--- src/rtl/tas_pkg.sv ---
package tas_pkg;
    localparam int TAS_W = 16;
    localparam int TAS_QW = 2;

    localparam int CFG_QSEL_LSB = 10;
    localparam int CFG_MODE_BIT = 9;
    localparam int CFG_POL_BIT = 8;

    localparam logic signed [TAS_W-1:0] TAS_DEF_HI_TRIP = 16'sd1600;
    localparam logic signed [TAS_W-1:0] TAS_DEF_HI_HYST = 16'sd1440;
    localparam logic signed [TAS_W-1:0] TAS_DEF_LO_TRIP = -16'sd640;
    localparam logic signed [TAS_W-1:0] TAS_DEF_LO_HYST = -16'sd480;

    typedef enum logic [1:0] {
        CH_ARM_TRIP  = 2'd0,
        CH_HELD_TRIP = 2'd1,
        CH_ARM_REL   = 2'd2,
        CH_HELD_REL  = 2'd3
    } ch_state_e;
endpackage

--- src/rtl/tas_compare.sv ---
module tas_compare #(
    parameter int W = 16
) (
    input  logic [W-1:0] sample,
    input  logic [W-1:0] hi_trip,
    input  logic [W-1:0] hi_hyst,
    input  logic [W-1:0] lo_trip,
    input  logic [W-1:0] lo_hyst,
    output logic [1:0]   trip_cond,
    output logic [1:0]   rel_cond
);
    // index 0 = over-temperature, index 1 = under-temperature
    always_comb begin
        trip_cond[0] = $signed(sample) > $signed(hi_trip);
        rel_cond[0]  = $signed(sample) < $signed(hi_hyst);
        trip_cond[1] = $signed(sample) < $signed(lo_trip);
        rel_cond[1]  = $signed(sample) > $signed(lo_hyst);
    end
endmodule

--- src/rtl/tas_qualifier.sv ---
module tas_qualifier #(
    parameter int QW = 2
) (
    input  logic          clk,
    input  logic          rst_n,
    input  logic          clear,
    input  logic          valid,
    input  logic          cond,
    input  logic [QW-1:0] depth_sel,
    output logic          hit
);
    localparam int MAXN = 1 << ((1 << QW) - 1);
    localparam int CW = $clog2(MAXN) + 1;

    logic [CW-1:0] cnt;
    logic [CW-1:0] need;
    logic [CW-1:0] cnt_inc;

    always_comb begin
        need    = CW'(1) << depth_sel;
        cnt_inc = cnt + CW'(1);
        hit     = valid && cond && (cnt_inc >= need);
    end

    always_ff @(posedge clk or negedge rst_n) begin
        if (!rst_n) begin
            cnt <= '0;
        end else if (clear || hit) begin
            cnt <= '0;
        end else if (valid) begin
            cnt <= cond ? cnt_inc : '0;
        end
    end

    a_r7_cnt_bounded: assert property (@(posedge clk) disable iff (!rst_n)
        cnt < CW'(MAXN));
    a_r7_nonfault_restarts: assert property (@(posedge clk) disable iff (!rst_n)
        (valid && !cond) |=> (cnt == '0));
endmodule

--- src/rtl/tas_channel.sv ---
module tas_channel
    import tas_pkg::*;
#(
    parameter int QW = 2
) (
    input  logic          clk,
    input  logic          rst_n,
    input  logic          sample_valid,
    input  logic          trip_cond,
    input  logic          rel_cond,
    input  logic          irq_mode,
    input  logic          rd_ack,
    input  logic          shutdown,
    input  logic [QW-1:0] depth_sel,
    output logic          flag
);
    ch_state_e state, state_nx;
    logic q_cond, q_clear, q_hit;

    always_comb begin
        q_cond  = (state == CH_ARM_REL) ? rel_cond : trip_cond;
        q_clear = shutdown
               || (state == CH_HELD_TRIP) || (state == CH_HELD_REL)
               || ((state == CH_ARM_REL) && !irq_mode);
    end

    tas_qualifier #(.QW(QW)) u_qual (
        .clk      (clk),
        .rst_n    (rst_n),
        .clear    (q_clear),
        .valid    (sample_valid),
        .cond     (q_cond),
        .depth_sel(depth_sel),
        .hit      (q_hit)
    );

    always_comb begin
        state_nx = state;
        if (shutdown) begin
            state_nx = CH_ARM_TRIP;
        end else begin
            unique case (state)
                CH_ARM_TRIP: begin
                    if (q_hit) state_nx = CH_HELD_TRIP;
                end
                CH_HELD_TRIP: begin
                    if (!irq_mode) begin
                        if (sample_valid && rel_cond) state_nx = CH_ARM_TRIP;
                    end else if (rd_ack) begin
                        state_nx = CH_ARM_REL;
                    end
                end
                CH_ARM_REL: begin
                    if (!irq_mode) state_nx = CH_ARM_TRIP;
                    else if (q_hit) state_nx = CH_HELD_REL;
                end
                CH_HELD_REL: begin
                    if (!irq_mode || rd_ack) state_nx = CH_ARM_TRIP;
                end
                default: state_nx = CH_ARM_TRIP;
            endcase
        end
    end

    always_ff @(posedge clk or negedge rst_n) begin
        if (!rst_n) state <= CH_ARM_TRIP;
        else        state <= state_nx;
    end

    always_comb begin
        flag = (state == CH_HELD_TRIP) || (state == CH_HELD_REL);
    end

    a_r8_shutdown_clears: assert property (@(posedge clk) disable iff (!rst_n)
        shutdown |=> !flag);
    a_r1_set_needs_sample: assert property (@(posedge clk) disable iff (!rst_n)
        $rose(flag) |-> $past(sample_valid));
    a_r5_irq_holds: assert property (@(posedge clk) disable iff (!rst_n)
        (flag && irq_mode && !rd_ack && !shutdown) |=> flag);
    a_r4_cmp_read_ignored: assert property (@(posedge clk) disable iff (!rst_n)
        (state == CH_HELD_TRIP && !irq_mode && !sample_valid && !shutdown) |=> flag);
    a_r11_fallback: assert property (@(posedge clk) disable iff (!rst_n)
        (state == CH_ARM_REL && !irq_mode) |=> !flag);
endmodule

--- src/rtl/tas_alarm_drive.sv ---
module tas_alarm_drive #(
    parameter int NCH = 2
) (
    input  logic [NCH-1:0] flags,
    input  logic           active_high,
    output logic           oe,
    output logic           lvl
);
    always_comb begin
        oe  = |flags;
        lvl = oe ? active_high : !active_high;
    end
endmodule

--- src/rtl/temp_alarm_status.sv ---
module temp_alarm_status
    import tas_pkg::*;
(
    input  logic        clk,
    input  logic        rst_n,
    input  logic        smp_valid,
    input  logic [15:0] smp_temp,
    input  logic [15:0] hi_trip,
    input  logic [15:0] hi_hyst,
    input  logic [15:0] lo_trip,
    input  logic [15:0] lo_hyst,
    input  logic [15:0] cfg_reg,
    input  logic        stat_rd,
    input  logic        shutdown_req,
    output logic        ot_flag,
    output logic        ut_flag,
    output logic        alarm_oe,
    output logic        alarm_lvl
);
    localparam int NCH = 2;

    logic [NCH-1:0]    trip_c, rel_c, flags;
    logic [TAS_QW-1:0] depth_sel;
    logic              irq_mode, pol_high;

    always_comb begin
        depth_sel = cfg_reg[CFG_QSEL_LSB +: TAS_QW];
        irq_mode  = cfg_reg[CFG_MODE_BIT];
        pol_high  = cfg_reg[CFG_POL_BIT];
    end

    tas_compare #(.W(TAS_W)) u_cmp (
        .sample   (smp_temp),
        .hi_trip  (hi_trip),
        .hi_hyst  (hi_hyst),
        .lo_trip  (lo_trip),
        .lo_hyst  (lo_hyst),
        .trip_cond(trip_c),
        .rel_cond (rel_c)
    );

    for (genvar ch = 0; ch < NCH; ch++) begin : g_ch
        tas_channel #(.QW(TAS_QW)) u_ch (
            .clk         (clk),
            .rst_n       (rst_n),
            .sample_valid(smp_valid),
            .trip_cond   (trip_c[ch]),
            .rel_cond    (rel_c[ch]),
            .irq_mode    (irq_mode),
            .rd_ack      (stat_rd),
            .shutdown    (shutdown_req),
            .depth_sel   (depth_sel),
            .flag        (flags[ch])
        );
    end

    tas_alarm_drive #(.NCH(NCH)) u_drv (
        .flags      (flags),
        .active_high(pol_high),
        .oe         (alarm_oe),
        .lvl        (alarm_lvl)
    );

    always_comb begin
        ot_flag = flags[0];
        ut_flag = flags[1];
    end

    a_r10_alarm_follows_status: assert property (@(posedge clk) disable iff (!rst_n)
        (ot_flag || ut_flag) |-> (alarm_oe && alarm_lvl == cfg_reg[CFG_POL_BIT]));
    a_r12_cmp_clear_single: assert property (@(posedge clk) disable iff (!rst_n)
        (ot_flag && !irq_mode && smp_valid && rel_c[0] && !shutdown_req) |=> !ot_flag);
endmodule

--- config.mk ---
export PLATFORM = sky130hd
export DESIGN_NAME = temp_alarm_status
export DESIGN_NICKNAME = d
export VERILOG_FILES = /design/src/rtl/tas_pkg.sv /design/src/rtl/tas_compare.sv /design/src/rtl/tas_qualifier.sv /design/src/rtl/tas_channel.sv /design/src/rtl/tas_alarm_drive.sv /design/src/rtl/temp_alarm_status.sv
export SDC_FILE = /design/constraint.sdc
export NUM_CORES = 1
export LEC_CHECK = 0
export BUFFER_PORTS_ARGS = -buffer_cell sky130_fd_sc_hd__buf_4
export CORE_MARGIN = 1
export CORE_UTILIZATION = 50
export CTS_CLUSTER_SIZE = 24
export DETAILED_ROUTE_END_ITERATION = 6
export GPL_ROUTABILITY_DRIVEN = 0
export PLACE_DENSITY = 0.83
export SETUP_SLACK_MARGIN = 0.5
export SKIP_LAST_GASP = 1
export SYNTH_ARGS = -nofsm -noshare
export SYNTH_HDL_FRONTEND = slang
export SYNTH_SLANG_ARGS = --single-unit
--- constraint.sdc ---
create_clock -name clk -period 2.7 [get_ports clk]
set_input_delay 0.405 -clock clk [delete_from_list [all_inputs] [get_ports clk]]
set_output_delay 0.405 -clock clk [all_outputs]
set_load 0.02 [all_outputs]
=== Word level (Yosys, flattened, before mapping) ===
Index checks and enable logic that the tools add are counted.

* Output and inout bits: 4
* Input bits: 101
* Register bits after elaboration: 12
* Word-level logic and storage cells: 82

* $lt $le $gt $ge: 6
* Reduce and logical (&&, ||, !) cells: 28
* Add/subtract/negate cells: 2
* Shift operators: 1
* Muxes and demuxes: 25
* Equality and inequality tests: 16

{| class="wikitable"
|+ Operator list
! operator !! count
|-
| $gt 16x16->1 || 2
|-
| $lt 16x16->1 || 2
|-
| $mux 2 || 14
|-
| $mux 4 || 6
|-
| $ne 4x4->1 const B || 4
|-
| $pmux 2 s4 || 2
|-
| $logic_or 1x1->1 || 11
|-
| $reduce_and 5->1 || 2
|-
| $ne 3x3->1 const B || 3
|-
| $add 4x1->4 const B || 2
|-
| $eq 2x2->1 const B || 4
|-
| $ge 4x4->1 || 2
|-
| $logic_and 1x1->1 || 8
|-
| $ne 4x3->1 const B || 2
|-
| $eq 2x1->1 const B || 2
|-
| $logic_not 2->1 || 2
|-
| $reduce_bool 2->1 || 2
|-
| $shl 1x2->4 const A || 1
|-
| $mux 1 || 3
|-
| $ne 3x2->1 const B || 1
|-
| $logic_not 1->1 || 2
|-
| $reduce_or 2->1 || 1
|}

=== Longest topological paths before layout ===
Gate-level depths: netlist of the first run.

* Depth after elaboration: 8
* Gate-level depth with buffers: 10
* Depth with buffers taken out: 10

=== By module ===
Synthesis of the first run repeated with hierarchy kept, for this count alone.

* Cell total of the unflattened synthesis: 328
* Area, all modules: 2513.7 sq um

{| class="wikitable"
|+ Modules (own cells, without submodules)
! module !! instances !! sequential area each (sq um) !! cells an instance !! area each (sq um)
|-
| tas_compare || 1 || 0.0 || 226 || 1572.8
|-
| tas_qualifier || 2 || 100.1 || 35 || 321.6
|-
| tas_channel || 2 || 50.0 || 15 || 136.4
|-
| tas_alarm_drive || 1 || 0.0 || 2 || 25.0
|}

=== Worst setup path after synthesis of the first run ===
OpenSTA, ideal clock, no wires.

* Path type: input-to-reg
* Start: input hi_hyst[6]
* End: register g_ch[0].u_ch.u_qual.cnt[2]
* Cell stages on the path: 10
* Required time: 2.618 ns
* Buffers on the path: 0
* Library setup time: 0.082 ns
* Setup slack: 0.468 ns
* Arrival: 2.150 ns
* Cells stage by stage: inv_1 > ha_1 > a21o_1 > a211oi_1 > o21ai_1 > a211oi_1 > mux2i_1 > o2bb2ai_2 > nand4b_1 > a31oi_1

* Word-level cells in the longest chain between the ends: 6
* Elaborated cells between the ends (all ways): 9
* Those cells by class: 1 x order compare; 4 x mux; 4 x reduce/logical

{| class="wikitable"
|+ Ends and longest elaborated chain
! element !! line !! text
|-
| start: declaration || temp_alarm_status.sv:9 || <nowiki>input logic [15:0] hi_hyst,</nowiki>
|-
| $lt 16x16->1 * || tas_compare.sv:15 || <nowiki>rel_cond[0] = $signed(sample) < $signed(hi_hyst);</nowiki>
|-
| $mux 1 * || tas_channel.sv:21 || <nowiki>q_cond = (state == CH_ARM_REL) ? rel_cond : trip_cond;</nowiki>
|-
| $logic_and 1x1->1 (2 in a row) || tas_qualifier.sv:22 || <nowiki>hit = valid && cond && (cnt_inc >= need);</nowiki>
|-
| $logic_or 1x1->1 || tas_qualifier.sv:28 || <nowiki>end else if (clear || hit) begin</nowiki>
|-
| $mux 4 / $reduce_bool 2->1 (equally long branches) || - ||
|-
| end signal: assignment || tas_qualifier.sv:31 || <nowiki>cnt <= cond ? cnt_inc : '0;</nowiki>
|-
| end: declaration || tas_qualifier.sv:15 || <nowiki>logic [CW-1:0] cnt;</nowiki>
|}

Every way passes the cells marked *; elsewhere a longest branch is shown, timed or not. The select of a mux whose other input is x is not followed.
A chain may end at the register's enable or synchronous reset.

=== Worst setup path after layout of the first run ===
* Start: register g_ch[0].u_ch.u_qual.cnt[0]
* End: register g_ch[0].u_ch.u_qual.cnt[2]

* Word-level cells in the longest chain between the ends: 5
* Elaborated cells between the ends (all ways): 8
* Those cells by class: 1 x add/sub; 1 x order compare; 3 x mux; 3 x reduce/logical

{| class="wikitable"
|+ Ends and longest elaborated chain
! element !! line !! text
|-
| $add 4x1->4 * || tas_qualifier.sv:21 || <nowiki>cnt_inc = cnt + CW'(1);</nowiki>
|-
| $ge 4x4->1 || tas_qualifier.sv:22 ||
|-
| $logic_and 1x1->1 || tas_qualifier.sv:22 ||
|-
| $logic_or 1x1->1 || tas_qualifier.sv:28 ||
|-
| $mux 4 / $reduce_bool 2->1 (equally long branches) || - ||
|}

Marked as above.

==> metrics.md, run 1 <==
| Metric | Value |
|---|---|
| Row count | `25` |
| Layout cells sized above 1 | `33.3%` |
| Total power | `865 uW` |
| Synth Instances | `~320` |
| Asr flop ratio synth | `100%` |
| Area post-placement | `0.00329 mm^2` |
| CTS tree | `yes` |
| Crit path launch type | `register` |
| Max Slew Vio Count | `0` |
| Largest family of logic cells by synthesized area | `adder cells` |
| Fill cells | `around 370` |
| 1st-iter DRT viols | `62` |
| Die area | `0.00533 mm^2` |
| Path type of the worst setup path | `register to register` |
| Final setup violation count | `0` |
| Peak Freq | `approximately 460 MHz` |
| CTS Buf Count | `3` |
| First-pass GRT wire length | `11000 um` |
| Compound-Gate Fraction of Synth Area | `a little over a fifth` |
| Seq cells post-synth | `12` |
| Detailed Route WL | `7120 um` |
| Synth cell types | `just under 50` |
| Top cell type's share of synthesized area | `35.7%` |
| Main synth FF type | `dfrtp_1` |
| Avg Cell Area, Syn | `8.00 um^2` |
| Final Cycle Share | `79.9%` |
| Post-synthesis sequential area ratio | `11.9%` |
| I/O pin cnt | `105` |
| Largest net degree at the start of global routing | `14` |
| Initial core utilization | `52.7%` |
| Synthesized area | `0.00252 mm^2` |
| Post-route cell area | `0.00360 mm^2` |
| Syn nets | `just under 500` |
| EDFF count, synth | `0` |
| Tmin final | `2.16 ns` |
| Worst-path maximum fanout | `5` |
| First-pass iteration count of the detailed router | `4` |
| Remaining global-route overflow | `0` |
| Synth Area in Simple Gates | `17.3%` |
| PortBufs | `92` |
| Antenna violations before repair | `0` |
| CTS Buffer Depth | `2` |
| DRT antenna net count | `0` |
| RSZ-0062 raised after global routing | `true` |
| CTS sink cnt | `12` |
| Global Route Usage Sum | `between 20% and 30%` |
| PwrDens | `roughly 240 mW/mm^2` |
| Status | `complete, no violations` |
| Yosys warning count | `0` |
| Max-slew headroom | `55.8%` |
| Largest area contributor in the netlist | `ha_1` |
| Leak | `0.00196 uW` |
| Die height | `approximately 73 um` |
| Final Net Count | `584` |
| Area delta synth->final | `42.8%` |
| Clock latency on the worst-skew pair | `0.24 ns` |
| CP endpoint kind | `register` |
| Mux share of post-synthesis cell area | `0.397%` |
| Core Area | `0.00479 mm^2` |
| Tightest Hold Check Type | `input pin to register` |
| Number of remaining DRC errors | `0` |
| Vias in the first global route | `around 2600` |
| Critical Path AT | `2.28 ns` |
| Setup ws final | `0.542 ns` |
| Synth Area in Adders | `between 30% and 40%` |
| Clock Skew | `0.000333 ns` |
| Vias/cell | `between 5 and 6` |
| Measured slew at the worst slew-check pin | `0.656 ns` |
| Hold Path Depth | `3` |
| Total number of vias | `2629` |
| Peak supply drop | `between 0.3 and 0.4 mV` |
| Htree depth | `1` |
| Avg WL per Cell | `between 10 and 15 um` |
| Post-Synth XOR/XNOR Area | `2.78%` |
| Top post-synthesis cells by area | `ha_1 36%, dfrtp_1 12%, inv_1 9.8%, a21o_1 3.9%, a21oi_1 3.6%` |
| Reg2reg path depth | `9` |
| Sum Neg Setup Slack | `0 ns` |
| Clk pin slew, worst setup/hold paths | `0.05 ns` |
| Max-Cap Viols | `0` |
| # diodes | `0` |
| Hpwl dp | `between 5000 and 6000 um` |
| CP required | `2.82 ns` |
| Setup WS pre-CTS | `0.0471 ns` |
| Clk root buf | `clkbuf_8` |
| Die width | `73.0 um` |
| Final hold vios | `0` |
==> what timing repair did <==
action | CTS | global route
endpoints found under the hold margin | 12 | 0
hold buffers | 1 | 0
gates resized for setup | 10 | 35
setup endpoints to repair | 9 | 10
pin swaps | 8 | 22
setup buffers | 0 | 1
==> state kept, by name (all words and copies together) (netlist names) <==
name and cells:
g_ch.u_ch.u_qual.cnt 8, g_ch.u_ch.state 4
==> final timing paths <==
path,end,slack (ns),from
worst max register to register,g_ch[0].u_ch.u_qual.cnt[2],0.54,g_ch[0].u_ch.u_qual.cnt[0]
worst min-delay path,g_ch[0].u_ch.state[0],0.45,cfg_reg[9]
min in group asynchronous,g_ch[0].u_ch.u_qual.cnt[1],0.54,rst_n
worst min register to register,g_ch[1].u_ch.u_qual.cnt[3],0.52,g_ch[1].u_ch.u_qual.cnt[3]
max in group asynchronous,g_ch[1].u_ch.state[0],2.00,rst_n
worst max-delay path,g_ch[0].u_ch.u_qual.cnt[2],0.54,g_ch[0].u_ch.u_qual.cnt[0]
==> critical path, stage by stage, from the launching register on <==
cell and delay [ns]:
dfrtp_1 0.42, ha_1 0.25, xor2_1 0.16, ha_1 0.27, nand2_1 0.04, o21ai_1 0.37, nor2b_2 0.12, o2bb2ai_4 0.19
nand4b_1 0.13, a31oi_1 0.08
==> per-stage QoR <==
stage	cells	hold WS, ns	utilization, %
floorplan	315	0.109	-
global placement	471	0.251	68.7
detailed placement	471	0.252	68.7
CTS	475	0.459	71.4
global route	476	0.486	75.2
finish	476	0.455	75.2
==> kinds of logic (layout without fill, tap and decap cells) <==
logic type | after synthesis | after routing
multiplexers | 1 | 1
buffers and inverters | 69 | 163
adder cells (fa/ha/maj) | 72 | 72
AO/OA/AOI/OAI | 77 | 77
XOR/XNOR | 8 | 8
flip-flops | 12 | 12
AND/OR/NAND/NOR | 76 | 76
==> metal layers <==
metal  vias up  global-route usage (%)  wire (um)
met4         0                    7.41        115
met5         -                       0          0
li1       1310                       -          -
met1      1231                    31.5       3060
met2        75                    48.1       3610
met3        13                    4.28        326
==> synthesized netlist by cell type, drive strengths merged, types with 3 or more instances <==
master  instances
a21oi          19
a21o           13
nand3           9
o211ai          3
inv            66
a32o            4
a211o           3
nor3            3
xor2            4
clkbuf          3
dfrtp          12
o21ai          13
xnor2           4
nand2b         11
nand4          11
nand2           8
nor2           14
nor2b           8
nand3b          3
a211oi          5
ha             72
==> power breakdown <==
group / switching, uW / internal, uW
combinational: 248 / 261
clock: 62.9 / 98.1
sequential: 8.41 / 186
==> cells in the final DEF, fill, tap and decap left out, types with 5 or more instances in the layout <==
cell / netlist / layout
nor2_1: 14 / 13
nand2b_1: 10 / 10
buf_4: 0 / 91
o21ai_0: 10 / 5
nand3_1: 9 / 7
dfrtp_1: 12 / 12
ha_4: 0 / 10
inv_1: 66 / 65
nor2b_1: 8 / 7
a21o_1: 13 / 13
ha_1: 72 / 62
nand4_1: 11 / 11
nand2_1: 8 / 8
a21oi_1: 18 / 15
==> final cells by class <==
class                           count  area [um^2]  area share, %
Timing Repair Buffer               94          719           20.0
Tap cell                           67         83.8           2.33
Inverter                           66          250           6.95
Clock buffer                        3         41.3           1.15
Multi-Input combinational cell    234         2200           61.2
Sequential cell                    12          300           8.34
(Power assumes the default switching activity.)
==> run 2, diff against run 1 <==
==> constraint.sdc (replaced) <==
create_clock -name clk -period 2.1 [get_ports clk]
set_input_delay 0.315 -clock clk [delete_from_list [all_inputs] [get_ports clk]]
set_output_delay 0.315 -clock clk [all_outputs]
set_load 0.02 [all_outputs]
==> metrics.md, run 2 (same netlist as run 1, synthesis figures left out) <==
| Metric | Value |
|---|---|
| CTS Buffer Depth | `2 (unchanged)` |
| PwrDens | `308 mW/mm^2 (was 240 mW/mm^2)` |
| Clk pin slew, worst setup/hold paths | `0.05 ns (about the same)` |
| Detailed Route WL | `7620 um (was 7120 um)` |
| Final setup violation count | `1 (was 0)` |
| Critical Path AT | `2.28 ns (about the same)` |
| Final Cycle Share | `101%` |
| Post-route cell area | `0.00394 mm^2 (was 0.00360 mm^2)` |
| Sw Share | `36.4% (was 37.0%)` |
| Initial core utilization | `52.7% (unchanged)` |
| First-pass iteration count of the detailed router | `4 (unchanged)` |
| Path type of the worst setup path | `input pin to register (was register to register)` |
| Critical path depth | `11 (was 9)` |
| Area delta synth->final | `56.5% (was 42.8%)` |
| Area post-placement | `0.00366 mm^2 (was 0.00329 mm^2)` |
| Die area | `0.00533 mm^2 (unchanged)` |
| DRT antenna net count | `0 (unchanged)` |
| Hpwl dp | `6100 um (was 5680 um)` |
| Total number of vias | `2779 (was 2629)` |
| Largest Register | `g_ch.u_ch.u_qual.cnt (unchanged)` |
| # diodes | `0 (unchanged)` |
| Worst reg2reg setup slack | `0.02 ns (was 0.54 ns)` |
| Clock Skew | `0.000429 ns (was 0.000333 ns)` |
| Power share of the combinational group | `62.2% (was 58.9%)` |
| Slowest Stage Delay on Critical Path | `0.31 ns (was 0.42 ns)` |
| Die height | `73.0 um (unchanged)` |
| CP Buf/Inv Count | `3 (was 0)` |
| CP required | `2.26 ns (was 2.82 ns)` |
| Max Slew Vio Count | `0 (unchanged)` |
| CTS Buf Count | `3 (unchanged)` |
| 1st-iter DRT viols | `100 (was 62)` |
| Failing checks | `negative setup slack` |
| Biggest regs | `g_ch.u_ch.u_qual.cnt (8), g_ch.u_ch.state (4) (unchanged)` |
| PortBufs | `92 (unchanged)` |
| Reg power frac | `20.5% (was 22.5%)` |
| Total power | `1220 uW (was 865 uW)` |
| Avg WL per Cell | `15.0 um (was 14.9 um)` |
| Commonest non-fill, non-tap cell in the layout | `buf_4 (unchanged)` |
| Remaining global-route overflow | `0 (unchanged)` |
| Reg2reg path depth | `9 (unchanged)` |
| Worst-path cell chain | `buf_8, buf_12, ha_4, a2111oi_4, o21ai_1, a211oi_2, mux2i_1, buf_4, o2bb2ai_4, nand4b_1, a31oi_1 (was ha_1, xor2_1, ha_1, nand2_1, o21ai_1, nor2b_2, o2bb2ai_4, nand4b_1, a31oi_1)` |
| Worst-path maximum fanout | `5 (unchanged)` |
| Setup ws final | `-0.0234 ns (was 0.542 ns)` |
| Max-Cap Viols | `0 (unchanged)` |
| CP endpoint kind | `register (unchanged)` |
| CTS sink cnt | `12 (unchanged)` |
| CTS tree | `yes (unchanged)` |
| Most frequent cells in the layout | `120 x buf_4, 60 x ha_1, 57 x inv_1, 16 x a21oi_1, 13 x a21o_1 (was 91 x buf_4, 65 x inv_1, 62 x ha_1, 15 x a21oi_1)` |
| Placed Cells incl. Taps | `497 (was 471)` |
| Crit-path slowest cell | `a2111oi_4 (was dfrtp_1)` |
| Tmin final | `around 2.1 ns` |
| Max-slew headroom | `55.4% (was 55.8%)` |
| Tightest Hold Check Type | `input pin to register (unchanged)` |
| Global Route Usage Sum | `28.6% (was 26.3%)` |
| RSZ-0062 raised after global routing | `true (unchanged)` |
| Row count | `25 (unchanged)` |
| Fin cells | `508 (was 476)` |
| Setup WS pre-CTS | `-0.270 ns (was 0.0471 ns)` |
| Number of remaining DRC errors | `0 (unchanged)` |
| Clock latency on the worst-skew pair | `0.24 ns (about the same)` |
| Layout cells sized above 1 | `41.3% (was 33.3%)` |
| Core Area | `0.00479 mm^2 (unchanged)` |
| Die width | `73.0 um (unchanged)` |
| Reg-to-reg startpoint | `g_ch[0].u_ch.u_qual.cnt[1] (was g_ch[0].u_ch.u_qual.cnt[0])` |
| Crit path to | `g_ch[0].u_ch.u_qual.cnt[2] (unchanged)` |
| Final hold vios | `0 (unchanged)` |
| Critical path launch point | `smp_temp[1] (was g_ch[0].u_ch.u_qual.cnt[0])` |
| Net Sw Power | `442 uW (was 320 uW)` |
| Peak supply drop | `0.392 mV (was 0.339 mV)` |
| Largest net degree at the start of global routing | `14 (unchanged)` |
| Clock share of power | `17.2% (was 18.6%)` |
| Worst R2R End | `g_ch[0].u_ch.u_qual.cnt[2] (unchanged)` |
| Vias/cell | `5.47 (was 5.52)` |
| Htree depth | `1 (unchanged)` |
| Int Power | `774 uW (was 545 uW)` |
| First-pass GRT wire length | `11900 um (was 11000 um)` |
| Final Net Count | `616 (was 584)` |
| Peak Freq | `471 MHz` |
| Vias in the first global route | `2820 (was 2570)` |
| Max reg flops | `8 (unchanged)` |
| Status | `complete, but fails checks (was complete, no violations)` |
| Fill cells | `316 (was 366)` |
| Crit path launch type | `input pin (was register)` |
| Leak | `0.00216 uW (was 0.00196 uW)` |
| CP top delay family | `compound AO/OA/AOI/OAI gates (unchanged)` |
| Measured slew at the worst slew-check pin | `0.663 ns (was 0.656 ns)` |
| I/O pin cnt | `105 (unchanged)` |
| Clk root buf | `clkbuf_8 (unchanged)` |
| Antenna violations before repair | `0 (unchanged)` |
run 2: changes by cell type in the layout (fill, tap and decap cells not counted), sizes merged:
cell / before / now
buf: 93 / 125
run 2: power groups by stage:
stage	combinational, uW	clock (uW)	sequential, uW
after floorplan	348	0	250
after global placement	635	0	252
after detailed placement	666	0	253
after CTS	727	213	248
after global routing	834	225	250
final	757	209	250
run 2: final cells by class:
type	count	area, um^2	area share, %
clock buffer	3	41.3	1.05
inverter	66	275	6.98
multi-input combinational	234	2260	57.3
sequential	12	303	7.68
tap	67	83.8	2.13
timing repair buffer	126	980	24.8
run 2: layer usage:
metal / track usage [%] / wire, um / vias to the layer above / share of wire (%)
met2: 54.6 / 4080 / 90 / 54
li1: - / - / 1374 / -
met1: 33.5 / 3030 / 1303 / 40
met5: 0 / 0 / - / 0
met4: 5.88 / 112 / 0 / 1.5
met3: 4.01 / 402 / 12 / 5.3
run 2: timing repair:
item,in CTS,in global routing
hold buffers,1,0
endpoints found under the setup margin,11,11
endpoints found under the hold margin,12,0
buffers inserted,4,3
gates resized for setup,28,10
pin swaps,19,12
run 2: worst min path at each step:
stage | startpoint | endpoint | slack (ns) | cells past startpoint
after floorplan | rst_n | g_ch[0].u_ch.state[0] | 0.02 | 0
after global placement | rst_n | g_ch[1].u_ch.u_qual.cnt[3] | 0.16 | 1
after detailed placement | rst_n | g_ch[1].u_ch.u_qual.cnt[3] | 0.16 | 1
after CTS | cfg_reg[9] | g_ch[0].u_ch.state[0] | 0.38 | 3
after global routing | smp_valid | g_ch[0].u_ch.u_qual.cnt[3] | 0.41 | 3
final | cfg_reg[9] | g_ch[0].u_ch.state[0] | 0.40 | 3
run 2: tightest hold or removal path: cells and delay by family:
| family | cells | cell delay [ns] |
|---|---|---|
| buffers and inverters | 1 | 0.11 |
| AOI/OAI and AO/OA | 2 | 0.17 |
run 2: stage by stage:
step                utilization (%)  hold WS (ns)  TNS, ns
global placement               76.4         0.161    -1.87
floorplan                         -        0.0194        0
CTS                            80.9         0.383        0
global route                   82.4         0.414   -0.208
finish                         82.4         0.395  -0.0234
detailed placement             76.4         0.160    -2.34
